--- src/rtl/clkgen_pkg.sv ---
// Package: clkgen_pkg
// Shared constants and types for the divider bank.
// Assumes the field layout below is fixed across every instance.
package clkgen_pkg;

    localparam int CODE_W    = 8;            // divider code width
    localparam int LIM_W     = CODE_W + 1;   // count limit width (divisor - 1)
    localparam int SRC_NUM   = 4;            // padded source vector width
    localparam int FLD_ENB   = 1;            // legacy enable bit in a field
    localparam int FLD_SRC   = 0;            // legacy source bit in a field
    localparam int FLD_CODE  = 2;            // lsb of divider code in a field

    typedef enum logic [1:0] {
        SRC_CORE = 2'd0,
        SRC_AUX  = 2'd1,
        SRC_AUX2 = 2'd2
    } src_e;

    typedef struct packed {
        src_e             src;
        logic [LIM_W-1:0] lim;   // divisor minus one
    } gen_cfg_t;

endpackage

--- src/rtl/clkgen_regs.sv ---
// Module: clkgen_regs
// Holds the control words and the decode-mode strap.
// Assumes one write per cycle; reads are combinational.
module clkgen_regs #(
    parameter int DATA_W  = 32,
    parameter int NUM_REG = 2,
    parameter int SEL_W   = (NUM_REG > 1) ? $clog2(NUM_REG) : 1
) (
    input  logic                      clk,
    input  logic                      rst_n,
    input  logic                      mode_strap,
    input  logic                      wr_en,
    input  logic [SEL_W-1:0]          wr_sel,
    input  logic [DATA_W-1:0]         wr_data,
    input  logic [SEL_W-1:0]          rd_sel,
    output logic [DATA_W-1:0]         rd_data,
    output logic [NUM_REG*DATA_W-1:0] regs_flat,
    output logic                      ext_mode
);

    logic [DATA_W-1:0] word_q [NUM_REG];
    logic              ext_q;

    // Capture the strap while reset is held; keep it afterwards.
    always_ff @(posedge clk) begin
        if (!rst_n) ext_q <= mode_strap;
    end

    for (genvar r = 0; r < NUM_REG; r++) begin : g_word
        // Store one control word on a matching write.
        always_ff @(posedge clk) begin
            if (!rst_n)
                word_q[r] <= '0;
            else if (wr_en && (wr_sel == SEL_W'(r)))
                word_q[r] <= wr_data;
        end
        assign regs_flat[r*DATA_W +: DATA_W] = word_q[r];
    end

    assign rd_data  = word_q[rd_sel];
    assign ext_mode = ext_q;


    word_hold_chk: assert property (@(posedge clk) disable iff (!rst_n)
        !wr_en |=> $stable(regs_flat));


    strap_hold_chk: assert property (@(posedge clk) disable iff (!rst_n)
        rst_n |=> $stable(ext_q));

endmodule

--- src/rtl/clkgen_decode.sv ---
// Module: clkgen_decode
// Turns one 10-bit field plus word scale bit into enable, source and limit.
// Assumes the mode input is static after reset. Purely combinational.
module clkgen_decode
    import clkgen_pkg::*;
#(
    parameter int SLOT_W = 10
) (
    input  logic              ext_mode,
    input  logic              scale,
    input  logic [SLOT_W-1:0] slot,
    output logic              en,
    output gen_cfg_t          cfg
);

    logic [CODE_W-1:0] code;
    assign code = slot[FLD_CODE +: CODE_W];

    // Decode the field according to the strapped mode.
    always_comb begin
        if (!ext_mode) begin
            en      = slot[FLD_ENB];
            cfg.src = slot[FLD_SRC] ? SRC_AUX : SRC_CORE;
            cfg.lim = {code, 1'b1};
        end else begin
            en = (slot[1:0] != 2'd0);
            unique case (slot[1:0])
                2'd1:    cfg.src = SRC_AUX2;
                2'd3:    cfg.src = SRC_AUX;
                default: cfg.src = SRC_CORE;
            endcase
            cfg.lim = scale ? {1'b0, code} : {code, 1'b1};
        end
    end

endmodule

--- src/rtl/clkgen_counter.sv ---
// Module: clkgen_counter
// Counts selected input pulses and emits one output pulse per divisor.
// Assumes the live settings may change any cycle; they are taken up only
// at an output boundary or while idle.
module clkgen_counter
    import clkgen_pkg::*;
(
    input  logic               clk,
    input  logic               rst_n,
    input  logic               en,
    input  gen_cfg_t           live_cfg,
    input  logic [SRC_NUM-1:0] ticks,
    output logic               tick_out
);

    gen_cfg_t          act_q;
    gen_cfg_t          eff;
    logic              run_q;
    logic [LIM_W-1:0]  cnt_q;
    logic              sel;
    logic              hit;
    logic              out_q;

    assign eff = run_q ? act_q : live_cfg;
    assign sel = ticks[eff.src];
    assign hit = en && sel && (cnt_q == eff.lim);

    // Count, emit, and take up new settings at boundaries or when idle.
    always_ff @(posedge clk) begin
        if (!rst_n) begin
            cnt_q <= '0;
            run_q <= 1'b0;
            act_q <= '0;
            out_q <= 1'b0;
        end else begin
            run_q <= en;
            out_q <= hit;
            if (!en)
                cnt_q <= '0;
            else if (sel)
                cnt_q <= hit ? '0 : cnt_q + 1'b1;
            if (!en || !run_q || hit)
                act_q <= live_cfg;
        end
    end

    assign tick_out = out_q;


    idle_quiet_chk: assert property (@(posedge clk) disable iff (!rst_n)
        !en |=> !tick_out);


    cnt_range_chk: assert property (@(posedge clk) disable iff (!rst_n)
        run_q |-> (cnt_q <= act_q.lim));


    cfg_hold_chk: assert property (@(posedge clk) disable iff (!rst_n)
        (run_q && en && !hit) |=> $stable(act_q));

endmodule

--- src/rtl/clkgen_bank.sv ---
// Module: clkgen_bank
// Six rate generators fed from two packed control words.
// Assumes all input ticks are single-cycle pulses in the clk domain.
module clkgen_bank
    import clkgen_pkg::*;
#(
    parameter int NUM_GEN   = 6,
    parameter int GEN_PER_W = 3,
    parameter int SLOT_W    = 10,
    parameter int DATA_W    = 32,
    parameter int SCALE_BIT = 30
) (
    input  logic               clk,
    input  logic               rst_n,
    input  logic               mode_strap,
    input  logic               wr_en,
    input  logic               wr_sel,
    input  logic [DATA_W-1:0]  wr_data,
    input  logic               rd_sel,
    output logic [DATA_W-1:0]  rd_data,
    input  logic               core_tick,
    input  logic               aux_tick,
    input  logic               aux2_tick,
    output logic [NUM_GEN-1:0] gen_tick
);

    localparam int NUM_REG = NUM_GEN / GEN_PER_W;

    logic [NUM_REG*DATA_W-1:0] regs_flat;
    logic                      ext_mode;
    logic [SRC_NUM-1:0]        ticks;

    assign ticks = {1'b0, aux2_tick, aux_tick, core_tick};

    clkgen_regs #(
        .DATA_W  (DATA_W),
        .NUM_REG (NUM_REG),
        .SEL_W   (1)
    ) regs_i (
        .clk        (clk),
        .rst_n      (rst_n),
        .mode_strap (mode_strap),
        .wr_en      (wr_en),
        .wr_sel     (wr_sel),
        .wr_data    (wr_data),
        .rd_sel     (rd_sel),
        .rd_data    (rd_data),
        .regs_flat  (regs_flat),
        .ext_mode   (ext_mode)
    );

    for (genvar g = 0; g < NUM_GEN; g++) begin : g_gen
        localparam int BASE = (g / GEN_PER_W) * DATA_W;
        logic     en;
        gen_cfg_t cfg;

        clkgen_decode #(.SLOT_W(SLOT_W)) dec_i (
            .ext_mode (ext_mode),
            .scale    (regs_flat[BASE + SCALE_BIT]),
            .slot     (regs_flat[BASE + (g % GEN_PER_W)*SLOT_W +: SLOT_W]),
            .en       (en),
            .cfg      (cfg)
        );

        clkgen_counter cnt_i (
            .clk      (clk),
            .rst_n    (rst_n),
            .en       (en),
            .live_cfg (cfg),
            .ticks    (ticks),
            .tick_out (gen_tick[g])
        );
    end

endmodule

--- config.mk ---
export PLATFORM = sky130hd
export DESIGN_NAME = clkgen_bank
export DESIGN_NICKNAME = d
export VERILOG_FILES = /design/src/rtl/clkgen_pkg.sv /design/src/rtl/clkgen_regs.sv /design/src/rtl/clkgen_decode.sv /design/src/rtl/clkgen_counter.sv /design/src/rtl/clkgen_bank.sv
export SDC_FILE = /design/constraint.sdc
export NUM_CORES = 1
export LEC_CHECK = 0
export CAP_MARGIN = 5
export CELL_PAD_IN_SITES_DETAIL_PLACEMENT = 1
export CELL_PAD_IN_SITES_GLOBAL_PLACEMENT = 1
export CORE_MARGIN = 8
export CORE_UTILIZATION = 50
export CTS_CLUSTER_SIZE = 24
export DETAILED_ROUTE_END_ITERATION = 8
export PLACE_DENSITY_LB_ADDON = 0.08
export SLEW_MARGIN = 0
export SYNTH_ARGS = -nofsm -noshare
export SYNTH_HDL_FRONTEND = slang
export SYNTH_SLANG_ARGS = --single-unit
--- constraint.sdc ---
create_clock -name clk -period 5.3 [get_ports clk]
set_input_delay 0.795 -clock clk [delete_from_list [all_inputs] [get_ports clk]]
set_output_delay 0.795 -clock clk [all_outputs]
set_load 0.03 [all_outputs]
After elaboration in Yosys (flattened, before gate mapping)
Memory sizes are Yosys's and may differ from the RTL's.
Index checks and enable logic that the tools add are counted.
- flip-flop bits (word level): 133
- bits in writable memories: 64
- output and inout bits: 38
- logic and storage cells: 178
- memories: 1
- memories (memory ; words ; width ; rd ports ; clocked after Yosys merged registers in ; wr ports ; line ; source):
    regs_i.word_q ; 2 ; 32 ; 3 ; 0 ; 2 ; clkgen_regs.sv:21 ; logic [DATA_W-1:0] word_q [NUM_REG];
- $add $sub $neg: 6
- magnitude comparators: 6
- eq/ne operators: 18
- muxes and demuxes: 63
- bitwise operators: 3
- reductions and logical operators: 50
- operator list (kind ; number):
    $mux 11 ; 12
    $mux 9 ; 12
    $mux 32 ; 2
    $add 9x1->9 const B ; 6
    $eq 9x9->1 ; 6
    $mux 1 ; 25
    $pmux 2 s2 ; 6
    $lt 2x3->1 const B ; 6
    $logic_and 1x1->1 ; 14
    $bmux 1 s2 ; 6
    $eq 2x1->1 const B ; 6
    $eq 2x2->1 const B ; 6
    $logic_not 1->1 ; 12
    $logic_or 1x1->1 ; 12
    $reduce_and 2->1 ; 6
    $reduce_bool 2->1 ; 6
    $or 1x1->1 ; 2
    $not 1->1 ; 1

Logic depth before layout (Yosys ltp)
Gate-level depths: netlist of run 1.
An unclocked memory read counts as a cell.
- depth in word-level cells: 10
- gate-level depth with buffers: 11
- depth with buffers taken out: 7

Hierarchy
Synthesis of run 1 repeated with hierarchy kept, for this count alone.
- cells, all modules: 998
- area, all modules: 10632.7 um2
- by module, submodules not included (module ; times used ; cells each ; area each (um2) ; seq. area each (um2)):
    clkgen_counter ; 6 ; 121 ; 1137.3 ; 440.4
    clkgen_regs ; 1 ; 181 ; 2866.5 ; 1951.9
    clkgen_decode ; 6 ; 15 ; 156.4 ; 0.0
    clkgen_bank ; 1 ; 1 ; 3.8 ; 0.0

Worst setup path after synthesis of run 1
No wires, ideal clock.
- path kind: in2reg
- from: in wr_en
- to: mem regs_i.word_q[0][0], enable pin
- library setup time: 0.466 ns
- arrival time: 3.113 ns
- required time: 4.834 ns
- slack: 1.721 ns
- stages: 2
- buffers on the path: 0
- cell sequence: inv_1 > o21ai_0
- RTL lines (what ; line ; source):
    start, declared ; clkgen_bank.sv:16 ; input logic wr_en,
    end, declared ; clkgen_regs.sv:21 ;

Worst setup path in the final report of run 1
- from: reg regs_i.ext_q, in the netlist regs_i.ext_mode
- to: reg g_gen[0].cnt_i.act_q[1] in the netlist's numbering
- cells in the longest elaborated chain, start to end: 7
- elaborated cells between the ends (all ways): 11
- classes of those cells: eq/ne: 1; mux: 5; reduce/logical: 5
- ends and longest elaborated chain (what ; line ; source):
    start, declared ; clkgen_regs.sv:22 ; logic ext_q;
    start signal, assigned ; clkgen_regs.sv:26 ; if (!rst_n) ext_q <= mode_strap;
    $mux 11 ; clkgen_decode.sv:21 ; if (!ext_mode) begin
    $mux 11 ; clkgen_counter.sv:24 ; assign eff = run_q ? act_q : live_cfg;
    $bmux 1 s2 ; clkgen_counter.sv:25 ; assign sel = ticks[eff.src];
    $mux 1 (implied by the code) ; clkgen_counter.sv:25 ;
    $logic_and 1x1->1 (2 in series) ; clkgen_counter.sv:26 ; assign hit = en && sel && (cnt_q == eff.lim);
    $logic_or 1x1->1 ; clkgen_counter.sv:42 ; if (!en || !run_q || hit)
    end signal, assigned ; clkgen_counter.sv:43 ; act_q <= live_cfg;
    end, declared ; clkgen_counter.sv:16 ; gen_cfg_t act_q;
Several ways; a longest one is shown, not always the timed one. The select of a mux whose other input is x is not followed.
A chain may end at the register's enable or synchronous reset.

==> impl_metrics.csv, run 1 <==
group,metric,value,unit
outcome,status,"completed",
power,powerDensity,306,nW/µm²
detailed_routing,wl_per_cell,21.4,µm
worst_setup_path,slowest_stage,"edfxtp_1",
finish,final_cell_mix,"dfxtp_1, nand2_1, and2_1",
floorplan,coreArea,21900,µm²
worst_setup_path,end_kind,"flop",
clocking,cts_sinks,197,
worst_hold_path,holdPathStages,2,
clocking,worstSkewPairLatency,0.45,ns
timing,worst-slew-pin-transition,1.17,ns
worst_setup_path,rr_worst_depth,8,
timing,setup_viol,0,
placed_design,gp_congestion,0.814,
grt,grt_overflow,0,
finish,area_growth,12.2,%
timing,rsz0062_at_grt,"no",
floorplan,floorplan.initialDensity,0.510,
worst_setup_path,path_buf_inv,1,
placed_design,dp_slack,1.54,ns
worst_setup_path,worst_ep_arrival_time,4.19,ns
timing,fin_ws,1.46,ns
logic_synthesis,syn_area,11200,µm²
finish,layout_commonest_cell,"dfxtp_1",
grt,grt_pass1_vias,9343,
detailed_routing,drc,0,
grt,grt_first_pass_wirelength,52000,µm
finish,drive_gt1_frac,0.0910,
clocking,cts_buffers,17,
detailed_routing,via_per_inst,6.02,
logic_synthesis,synth-seq-cells,197,
logic_synthesis,synth_area_leaders,"dfxtp_1, edfxtp_1, and2_1",
clocking,cts.path.max_buffers,2,
clocking,cts_max_level,4,
grt,track_usage,0.242,
detailed_routing,postRouteAntennaNets,0,
timing,max_freq,260,MHz
timing,fin_tns_setup,0,ns
worst_setup_path,startpoint,"regs_i.ext_mode$_DFFE_PN_",
placed_design,dpl.hpwl,22500,µm
worst_setup_path,required,5.64,ns
logic_synthesis,yosysWarnings,0,
worst_setup_path,r2r-end,"g_gen[0].cnt_i.act_q[1]$_SDFFE_PN0P_",
logic_synthesis,syn_area_per_cell,9.41,µm²
worst_hold_path,hold_path_end,"g_gen[3].cnt_i.act_q[8]$_SDFFE_PN0P_",
timing,fin_crit_sh,0.725,
detailed_routing,first_iter_violations,554,
worst_setup_path,critPathMaxFanout,39,
worst_setup_path,r2r-start,"regs_i.ext_mode$_DFFE_PN_",
floorplan,pin_count,79,
worst_hold_path,hp-class,"flop to flop",
flow_run,drv_cap,0,
floorplan,fp-row-count,54,
placed_design,place.port_buffers,78,
logic_synthesis,ys.flop_type,"dfxtp_1",
worst_setup_path,crit_chain,"buf_4 > nand2_1 > o31a_1 > mux2i_1 > mux2i_1 > and4_1 > nor3_1 > a311oi_1",
timing,final_max_slew_viol_count,0,
worst_setup_path,cp_num_cells,8,
logic_synthesis,synth.distinct_cells,69,
placed_design,placed_area,11900,µm²
worst_setup_path,ff2ff_setup_slack,1.46,ns
logic_synthesis,yosysSeqAreaShare,0.412,
worst_setup_path,cpMostUsedCell,"mux2i_1",
timing,fin_skew,0.0178,ns
finish,fin_util,0.572,
logic_synthesis,synth_top_area_cell,"dfxtp_1",
floorplan,die_area,27300,µm²
worst_setup_path,path_class,"flop to flop",
finish,regArea,4590,µm²
logic_synthesis,syn_nets,1232,
finish,fillers,2502,
logic_synthesis,synth_edf_count,65,
detailed_routing,vias,9035,
timing,slew_headroom,0.196,
finish,multi_input_area,6040,µm²
worst_hold_path,worstHoldStart,"g_gen[3].cnt_i.act_q[8]$_SDFFE_PN0P_",
power,p_leak,4.71,nW
timing,finalCriticalPeriod,3.84,ns
clocking,postCtsSetupRepairBufs,0,
timing,hold_ws,0.471,ns
worst_setup_path,crit_family,"multiplexers",
detailed_routing,wirelength,32000,µm
logic_synthesis,synthCells,1185,
clocking,clk_pin_slew,0.08,ns
detailed_routing,drtPass1Iterations,5,
finish,postLayoutCellArea,12500,µm²
clocking,cts_hold_buf,0,
grt,grt_max_degree,45,
floorplan,die_h,165,µm
clocking,cts_tree,"done",
worst_setup_path,critPathMaxStageDelay,0.85,ns
finish,diodes,0,
logic_synthesis,ys_async_sr_fraction,0,
finish,fin_nets,1254,
logic_synthesis,synth_top_area_frac,0.237,
clocking,clock-root-buffer,"clkbuf_16",
timing,hold_viol,0,
floorplan,die_x,165,µm
power,vdd_drop_max,181,µV
worst_setup_path,cp-start-kind,"flop",
grt,antenna_found_initial,0,
clocking,cts_resized,0,
[flip-flops by register name (all words and copies together) (netlist names)]
signal / cells
g_gen.cnt_i.run_q: 6
g_gen.cnt_i.tick_out: 6
regs_i.word_q: 64
regs_i.ext_mode: 1
g_gen.cnt_i.cnt_q: 54
g_gen.cnt_i.act_q: 66
[tightest hold or removal path: cells and delay by family, from the launching register on]
| kind | cells | cell delay, ns |
|---|---|---|
| DFF | 1 | 0.32 |
| muxes | 1 | 0.06 |
| and+or+nand+nor | 1 | 0.05 |
[cell families after synthesis]
| group | after synthesis | synth area share |
|---|---|---|
| multiplexers | 70 | 0.0671 |
| AND/OR/NAND/NOR | 532 | 0.270 |
| buffers and inverters | 104 | 0.0496 |
| XOR/XNOR | 81 | 0.0636 |
| AO/OA/AOI/OAI | 195 | 0.132 |
| flip-flops | 197 | 0.412 |
| adder cells (fa/ha/maj) | 6 | 0.00673 |
[synth_stat cells (all sizes together) (3+ instances only)]
cell type,number
and4,7
ha,6
inv,14
and3,36
o311ai,7
a21o,5
nor4,6
nor2b,27
nor3,48
nand4b,9
a22oi,5
nand4,31
nor2,70
a31o,4
buf,48
a311oi,16
xnor2,19
and4bb,4
o31ai,19
nand2,94
a21boi,17
nand2b,30
a221oi,17
edfxtp,65
mux2i,35
o31a,3
and2,89
o22ai,7
dfxtp,132
or4,4
o21ai,38
a211oi,21
clkbuf,41
nand3,49
or3,3
nand3b,6
mux2,35
xor2,62
and4b,17
a21oi,25
[where the power goes]
part / leakage (nW) / internal, mW / switching (mW) / total [mW]
logic: 2.68 / 0.290 / 0.415 / 0.705
registers: 1.74 / 1.66 / 0.121 / 1.78
clock network: 0.295 / 0.710 / 0.635 / 1.34
[how the worst max path moves through the flow]
stage                                                end
finish              g_gen[0].cnt_i.act_q[1]$_SDFFE_PN0P_
detailed placement  g_gen[0].cnt_i.act_q[1]$_SDFFE_PN0P_
global placement    g_gen[0].cnt_i.act_q[5]$_SDFFE_PN0P_
CTS                 g_gen[0].cnt_i.act_q[1]$_SDFFE_PN0P_
global route        g_gen[0].cnt_i.act_q[8]$_SDFFE_PN0P_
floorplan              regs_i.word_q[0][0]$_SDFFCE_PN0P_
[stage by stage]
step / power [mW] / cells
detailed placement: 2.51 / 1468
global route: 3.99 / 1500
floorplan: 2.27 / 1185
global placement: 2.49 / 1468
finish: 3.83 / 1500
CTS: 3.86 / 1500
[routing by layer]
layer | part of all wire | vias to the layer above | GRT usage
met4 | 0.021 | 0 | 0.0726
met3 | 0.044 | 39 | 0.0364
met5 | 0 | - | 0
li1 | - | 4342 | -
met1 | 0.46 | 4460 | 0.327
met2 | 0.47 | 194 | 0.396
[layout make-up]
cell class	count	area share
clock buffers	21	0.0377
multi-input cells	884	0.482
well taps	280	0.0280
flip-flops and latches	197	0.367
inverters	15	0.00450
clock inverters	11	0.0100
repair buffers	92	0.0704
Power figures use the tool's default switching activity.
==> run 2: changes to the inputs <==
--- a/config.mk
+++ b/config.mk
@@ -9,7 +9,7 @@
 export CELL_PAD_IN_SITES_DETAIL_PLACEMENT = 1
 export CELL_PAD_IN_SITES_GLOBAL_PLACEMENT = 1
 export CORE_MARGIN = 8
-export CORE_UTILIZATION = 50
+export CORE_UTILIZATION = 46
 export CTS_CLUSTER_SIZE = 24
 export DETAILED_ROUTE_END_ITERATION = 8
 export PLACE_DENSITY_LB_ADDON = 0.08
==> constraint.sdc (replaced) <==
create_clock -name clk -period 4 [get_ports clk]
set_input_delay 0.6 -clock clk [delete_from_list [all_inputs] [get_ports clk]]
set_output_delay 0.6 -clock clk [all_outputs]
set_load 0.03 [all_outputs]
==> run 2 against run 1 <==
Against the previous run: power up 30%; utilization down 4.6 points; non-clock buffer count grew 17; highest routed layer unchanged.
==> impl_metrics.csv, run 2 (same netlist as run 1, synthesis figures left out) <==
group,metric,value,unit
outcome,status,"completed",
finish,postLayoutCellArea,12600,µm²
floorplan,fp-row-count,57,
worst_setup_path,worst_ep_arrival_time,3.57,ns
timing,slew_headroom,0.337,
detailed_routing,drc,0,
worst_setup_path,crit_family,"simple AND/OR/NAND/NOR gates",
timing,final_max_slew_viol_count,0,
clocking,cts_hold_buf,0,
timing,worst-slew-pin-transition,0.993,ns
worst_setup_path,cp-start-kind,"flop",
placed_design,placed_area,12100,µm²
clocking,cts_sinks,197,
detailed_routing,first_iter_violations,542,
placed_design,dpl.hpwl,22900,µm
floorplan,die_area,29500,µm²
clocking,cts.path.max_buffers,2,
grt,grt_first_pass_wirelength,51900,µm
timing,setup_viol,0,
clocking,cts_tree,"done",
detailed_routing,vias,9055,
detailed_routing,wirelength,31900,µm
finish,layout_commonest_cell,"dfxtp_1",
power,p_leak,4.77,nW
detailed_routing,wl_per_cell,20.4,µm
clocking,clk_pin_slew,0.07,ns
clocking,cts_max_level,4,
worst_hold_path,hp-class,"flop to flop",
grt,grt_max_degree,40,
finish,diodes,0,
finish,largest_reg_flops,66,
clocking,clock-root-buffer,"clkbuf_16",
power,vdd_drop_max,234,µV
worst_setup_path,path_class,"flop to flop",
timing,hold_ws,0.458,ns
floorplan,coreArea,24000,µm²
finish,top_register,"g_gen.cnt_i.act_q",
floorplan,die_x,172,µm
worst_setup_path,path_buf_inv,1,
clocking,worstSkewPairLatency,0.45,ns
grt,grt_overflow,0,
worst_setup_path,critPathMaxStageDelay,0.54,ns
grt,grt_pass1_vias,9391,
worst_setup_path,slowest_stage,"edfxtp_1",
grt,antenna_found_initial,0,
clocking,cts_buffers,17,
clocking,cts_resized,0,
detailed_routing,postRouteAntennaNets,0,
worst_setup_path,end_kind,"flop",
detailed_routing,via_per_inst,5.80,
finish,fin_nets,1271,
placed_design,gp_congestion,0.826,
power,powerDensity,393,nW/µm²
timing,fin_tns_setup,0,ns
finish,final_cell_mix,"dfxtp_1, nand2_1, and2_1",
timing,fin_crit_sh,0.805,
worst_setup_path,critPathMaxFanout,28,
placed_design,place.port_buffers,78,
timing,max_freq,310,MHz
clocking,postCtsSetupRepairBufs,0,
finish,area_growth,13.4,%
finish,drive_gt1_frac,0.104,
flow_run,drv_cap,0,
grt,track_usage,0.223,
floorplan,floorplan.initialDensity,0.464,
detailed_routing,drtPass1Iterations,5,
timing,hold_viol,0,
timing,finalCriticalPeriod,3.22,ns
floorplan,pin_count,79,
finish,largestRegisters,"g_gen.cnt_i.act_q: 66 flops, regs_i.word_q: 64 flops, g_gen.cnt_i.cnt_q: 54 flops",
worst_setup_path,required,4.35,ns
timing,rsz0062_at_grt,"no",
floorplan,die_h,172,µm
worst_setup_path,crit_chain,"buf_4 > nand2_1 > a221oi_1 > xor2_1 > and4bb_1 > and4_1 > nor3_1 > a311oi_1",
timing,fin_skew,0.0140,ns
run 2: per-layer routing:
layer	GRT usage	part of all wire	vias to the layer above	routed length [µm]
li1	-	-	4374	-
met1	0.301	0.48	4512	15400
met2	0.364	0.47	133	15000
met3	0.0328	0.029	36	917
met4	0.0667	0.018	0	590
met5	0	0	-	0
run 2: layout make-up:
type | count | area, µm²
inverter | 15 | 56.3
fill | 2769 | 11400
clock inverter | 15 | 119
clock buffer | 17 | 425
tap | 324 | 405
sequential | 197 | 4590
multi-input combinational | 884 | 6040
timing repair buffer | 109 | 1010
run 2: report_power, final:
group	total (mW)	internal [mW]	switching (mW)
clock	1.67	0.817	0.849
sequential	2.34	2.20	0.146
combinational	0.955	0.401	0.555
total	4.97	3.42	1.55
run 2: final timing paths:
check / depth (start not counted) / start / to / slack [ns]
min: 2 / g_gen[5].cnt_i.act_q[10]$_SDFFE_PN0P_ / g_gen[5].cnt_i.act_q[10]$_SDFFE_PN0P_ / 0.46
min reg2reg: 2 / g_gen[5].cnt_i.act_q[10]$_SDFFE_PN0P_ / g_gen[5].cnt_i.act_q[10]$_SDFFE_PN0P_ / 0.46
max: 8 / regs_i.ext_mode$_DFFE_PN_ / g_gen[0].cnt_i.act_q[2]$_SDFFE_PN0P_ / 0.78
max reg2reg: 8 / regs_i.ext_mode$_DFFE_PN_ / g_gen[0].cnt_i.act_q[2]$_SDFFE_PN0P_ / 0.78
run 2: per-stage QoR:
step	total power, mW	setup slack [ns]	instances	util
detailed placement	3.34	0.826	1529	0.504
CTS	5.01	0.810	1561	0.526
global placement	3.32	0.929	1529	0.504
finish	4.97	0.779	1561	0.526
floorplan	3.01	0.616	1185	-
global route	5.19	0.516	1561	0.526
run 2: tightest hold or removal path: stages (launching register included):
cell	delay [ns]
dfxtp_1	0.31
nand2_1	0.05
a21oi_1	0.05
==> run 3: changes to the inputs <==
--- a/config.mk
+++ b/config.mk
@@ -9,7 +9,7 @@
 export CELL_PAD_IN_SITES_DETAIL_PLACEMENT = 1
 export CELL_PAD_IN_SITES_GLOBAL_PLACEMENT = 1
 export CORE_MARGIN = 8
-export CORE_UTILIZATION = 46
+export CORE_UTILIZATION = 42
 export CTS_CLUSTER_SIZE = 24
 export DETAILED_ROUTE_END_ITERATION = 8
 export PLACE_DENSITY_LB_ADDON = 0.08
==> constraint.sdc (replaced) <==
create_clock -name clk -period 2.7 [get_ports clk]
set_input_delay 0.405 -clock clk [delete_from_list [all_inputs] [get_ports clk]]
set_output_delay 0.405 -clock clk [all_outputs]
set_load 0.03 [all_outputs]
==> run 3 against run 2 <==
Against the previous run: the run now ends with setup timing left; sequential power grew 47%; register-to-register slack lost 0.81 ns; maximum frequency grew 18%; power grew 55%; cell count grew 5.8%; count of clock-buffer cells in the layout grew 2; combinational power grew 81%; cell area grew 8.8%; clock power grew 51%; critical path type unchanged; largest power group unchanged; highest routed layer unchanged.
==> impl_metrics.csv, run 3 (same netlist as run 1, synthesis figures left out) <==
group,metric,value,unit
detailed_routing,via_per_inst,5.71,
finish,diodes,0,
placed_design,gp_congestion,0.825,
finish,final_cell_mix,"dfxtp_1, nand2_1, and2_1, buf_4, clkdlybuf4s50_1",
power,p_leak,5.28,nW
outcome,failed_checks,"setup timing",
clocking,worstSkewPairLatency,0.44,ns
worst_setup_path,critPathMaxStageDelay,0.47,ns
floorplan,pin_count,79,
power,finalPower,7.71,mW
detailed_routing,first_iter_violations,461,
clocking,cts.path.max_buffers,2,
detailed_routing,drtPass1Iterations,5,
timing,fin_skew,0.0161,ns
worst_setup_path,cp-start-kind,"flop",
finish,fin_util,0.528,
floorplan,die_area,32000,µm²
placed_design,dpl.hpwl,24400,µm
finish,postLayoutCellArea,13800,µm²
placed_design,place.port_buffers,78,
grt,grt_first_pass_wirelength,53600,µm
timing,rsz0062_at_grt,"yes",
timing,max_freq,367,MHz
clocking,cts_tree,"done",
floorplan,fp-row-count,59,
worst_setup_path,crit_chain,"buf_6 > and4b_1 > a221oi_4 > xor2_1 > nand4_1 > o41ai_4 > clkbuf_16 > buf_4 > buf_4 > nor2_1 > a311oi_2",
floorplan,coreArea,26100,µm²
power,p_seq_frac,0.447,
grt,grt_pass1_vias,9670,
clocking,cts_hold_buf,0,
timing,hold_ws,0.457,ns
power,power_frac_comb,0.224,
worst_setup_path,crit_family,"compound AO/OA/AOI/OAI gates",
worst_setup_path,path_class,"flop to flop",
worst_hold_path,hp-class,"flop to flop",
worst_setup_path,worst_ep_arrival_time,3.07,ns
placed_design,placed_area,12600,µm²
power,power_switching,2.42,mW
finish,area_growth,23.3,%
outcome,status,"complete, but fails checks",
floorplan,die_h,179,µm
power,vdd_drop_max,389,µV
timing,fin_ws,-0.0263,ns
worst_setup_path,slowest_stage,"o41ai_4",
grt,track_usage,0.212,
detailed_routing,vias,9425,
finish,fin_nets,1350,
grt,grt_max_degree,39,
floorplan,floorplan.initialDensity,0.428,
detailed_routing,wl_per_cell,20.7,µm
flow_run,drv_cap,0,
power,powerDensity,561,nW/µm²
detailed_routing,wirelength,34200,µm
detailed_routing,drc,0,
worst_setup_path,cpMostUsedCell,"buf_4",
clocking,clock-root-buffer,"clkbuf_16",
power,clockPowerShare,0.328,
finish,top_register,"g_gen.cnt_i.act_q",
timing,finalCriticalPeriod,2.73,ns
finish,layout_commonest_cell,"dfxtp_1",
worst_setup_path,critPathMaxFanout,14,
finish,drive_gt1_frac,0.189,
timing,worst-slew-pin-transition,0.759,ns
clocking,cts_sinks,197,
grt,grt_overflow,0,
power,p_sw_frac,0.314,
detailed_routing,postRouteAntennaNets,0,
worst_setup_path,required,3.04,ns
clocking,cts_max_level,4,
worst_setup_path,end_kind,"flop",
worst_setup_path,path_buf_inv,4,
timing,hold_viol,0,
timing,setup_viol,1,
timing,slew_headroom,0.492,
finish,largest_reg_flops,66,
clocking,cts_buffers,17,
power,intPower,5.30,mW
finish,largestRegisters,"g_gen.cnt_i.act_q: 66 flops, regs_i.word_q: 64 flops, g_gen.cnt_i.cnt_q: 54 flops",
timing,final_max_slew_viol_count,0,
timing,fin_crit_sh,1.01,
clocking,clk_pin_slew,0.08,ns
placed_design,dp_slack,-0.0721,ns
floorplan,die_x,179,µm
grt,antenna_found_initial,0,
[run 3: cell types whose count changed in the layout (fill, tap and decap cells not counted), moves of 3 or more]
cell and change:
a221oi_1 -10, a221oi_2 +8, buf_12 +10, buf_4 +58, buf_6 +7, clkinv_4 +3
nor3_1 -4, nor3_2 +3, o31ai_1 -8, o31ai_2 +7, xor2_1 -4, xor2_2 +4
[run 3: power groups by stage]
stage,clock network [mW],registers (mW),logic (mW)
floorplan,0,3.42,1.04
global route,2.69,3.48,1.87
global placement,0,3.50,1.54
finish,2.53,3.45,1.73
detailed placement,0,3.51,1.56
CTS,2.59,3.44,1.58
[run 3: metal layers]
layer  global-route usage  vias to the layer above  part of all wire
li1                     -                     4539                 -
met1                0.288                     4736              0.48
met2                0.351                      123              0.48
met3               0.0295                       27             0.026
met4               0.0455                        0             0.011
met5                    0                        -                 0
[run 3: area by class of cell]
| type | instances | area [µm²] |
|---|---|---|
| Fill cell | 2922 | 12300 |
| Multi-Input combinational cell | 886 | 6350 |
| Sequential cell | 197 | 4600 |
| Timing Repair Buffer | 186 | 1770 |
| Clock buffer | 19 | 453 |
| Tap cell | 335 | 419 |
| Clock inverter | 13 | 111 |
| Inverter | 15 | 56.3 |
[run 3: per-stage QoR]
stage,cells,setup TNS [ns]
2_1_floorplan,1185,0
3_3_place_gp,1588,0
3_5_place_dp,1588,-0.496
4_1_cts,1620,0
5_1_grt,1651,-1.40
6_report,1651,-0.0263
[run 3: repair_timing]
action	CTS	global route
pin swaps	1	13
setup buffers	0	28
resized for setup	6	66
cloned	0	3
setup endpoints to repair	33	86
[run 3: tightest hold or removal path, cell delays in order, from the launching register on]
cell and delay [ns]:
dfxtp_1 0.31, nand2_1 0.05, mux2i_1 0.05
[run 3: final timing paths]
check	from	to	slack, ns	depth (start not counted)
worst min register to register	g_gen[3].cnt_i.act_q[8]$_SDFFE_PN0P_	g_gen[3].cnt_i.act_q[8]$_SDFFE_PN0P_	0.46	2
worst max register to register	regs_i.ext_mode$_DFFE_PN_	g_gen[4].cnt_i.act_q[6]$_SDFFE_PN0P_	-0.03	11
worst min-delay path	g_gen[3].cnt_i.act_q[8]$_SDFFE_PN0P_	g_gen[3].cnt_i.act_q[8]$_SDFFE_PN0P_	0.46	2
worst max-delay path	regs_i.ext_mode$_DFFE_PN_	g_gen[4].cnt_i.act_q[6]$_SDFFE_PN0P_	-0.03	11
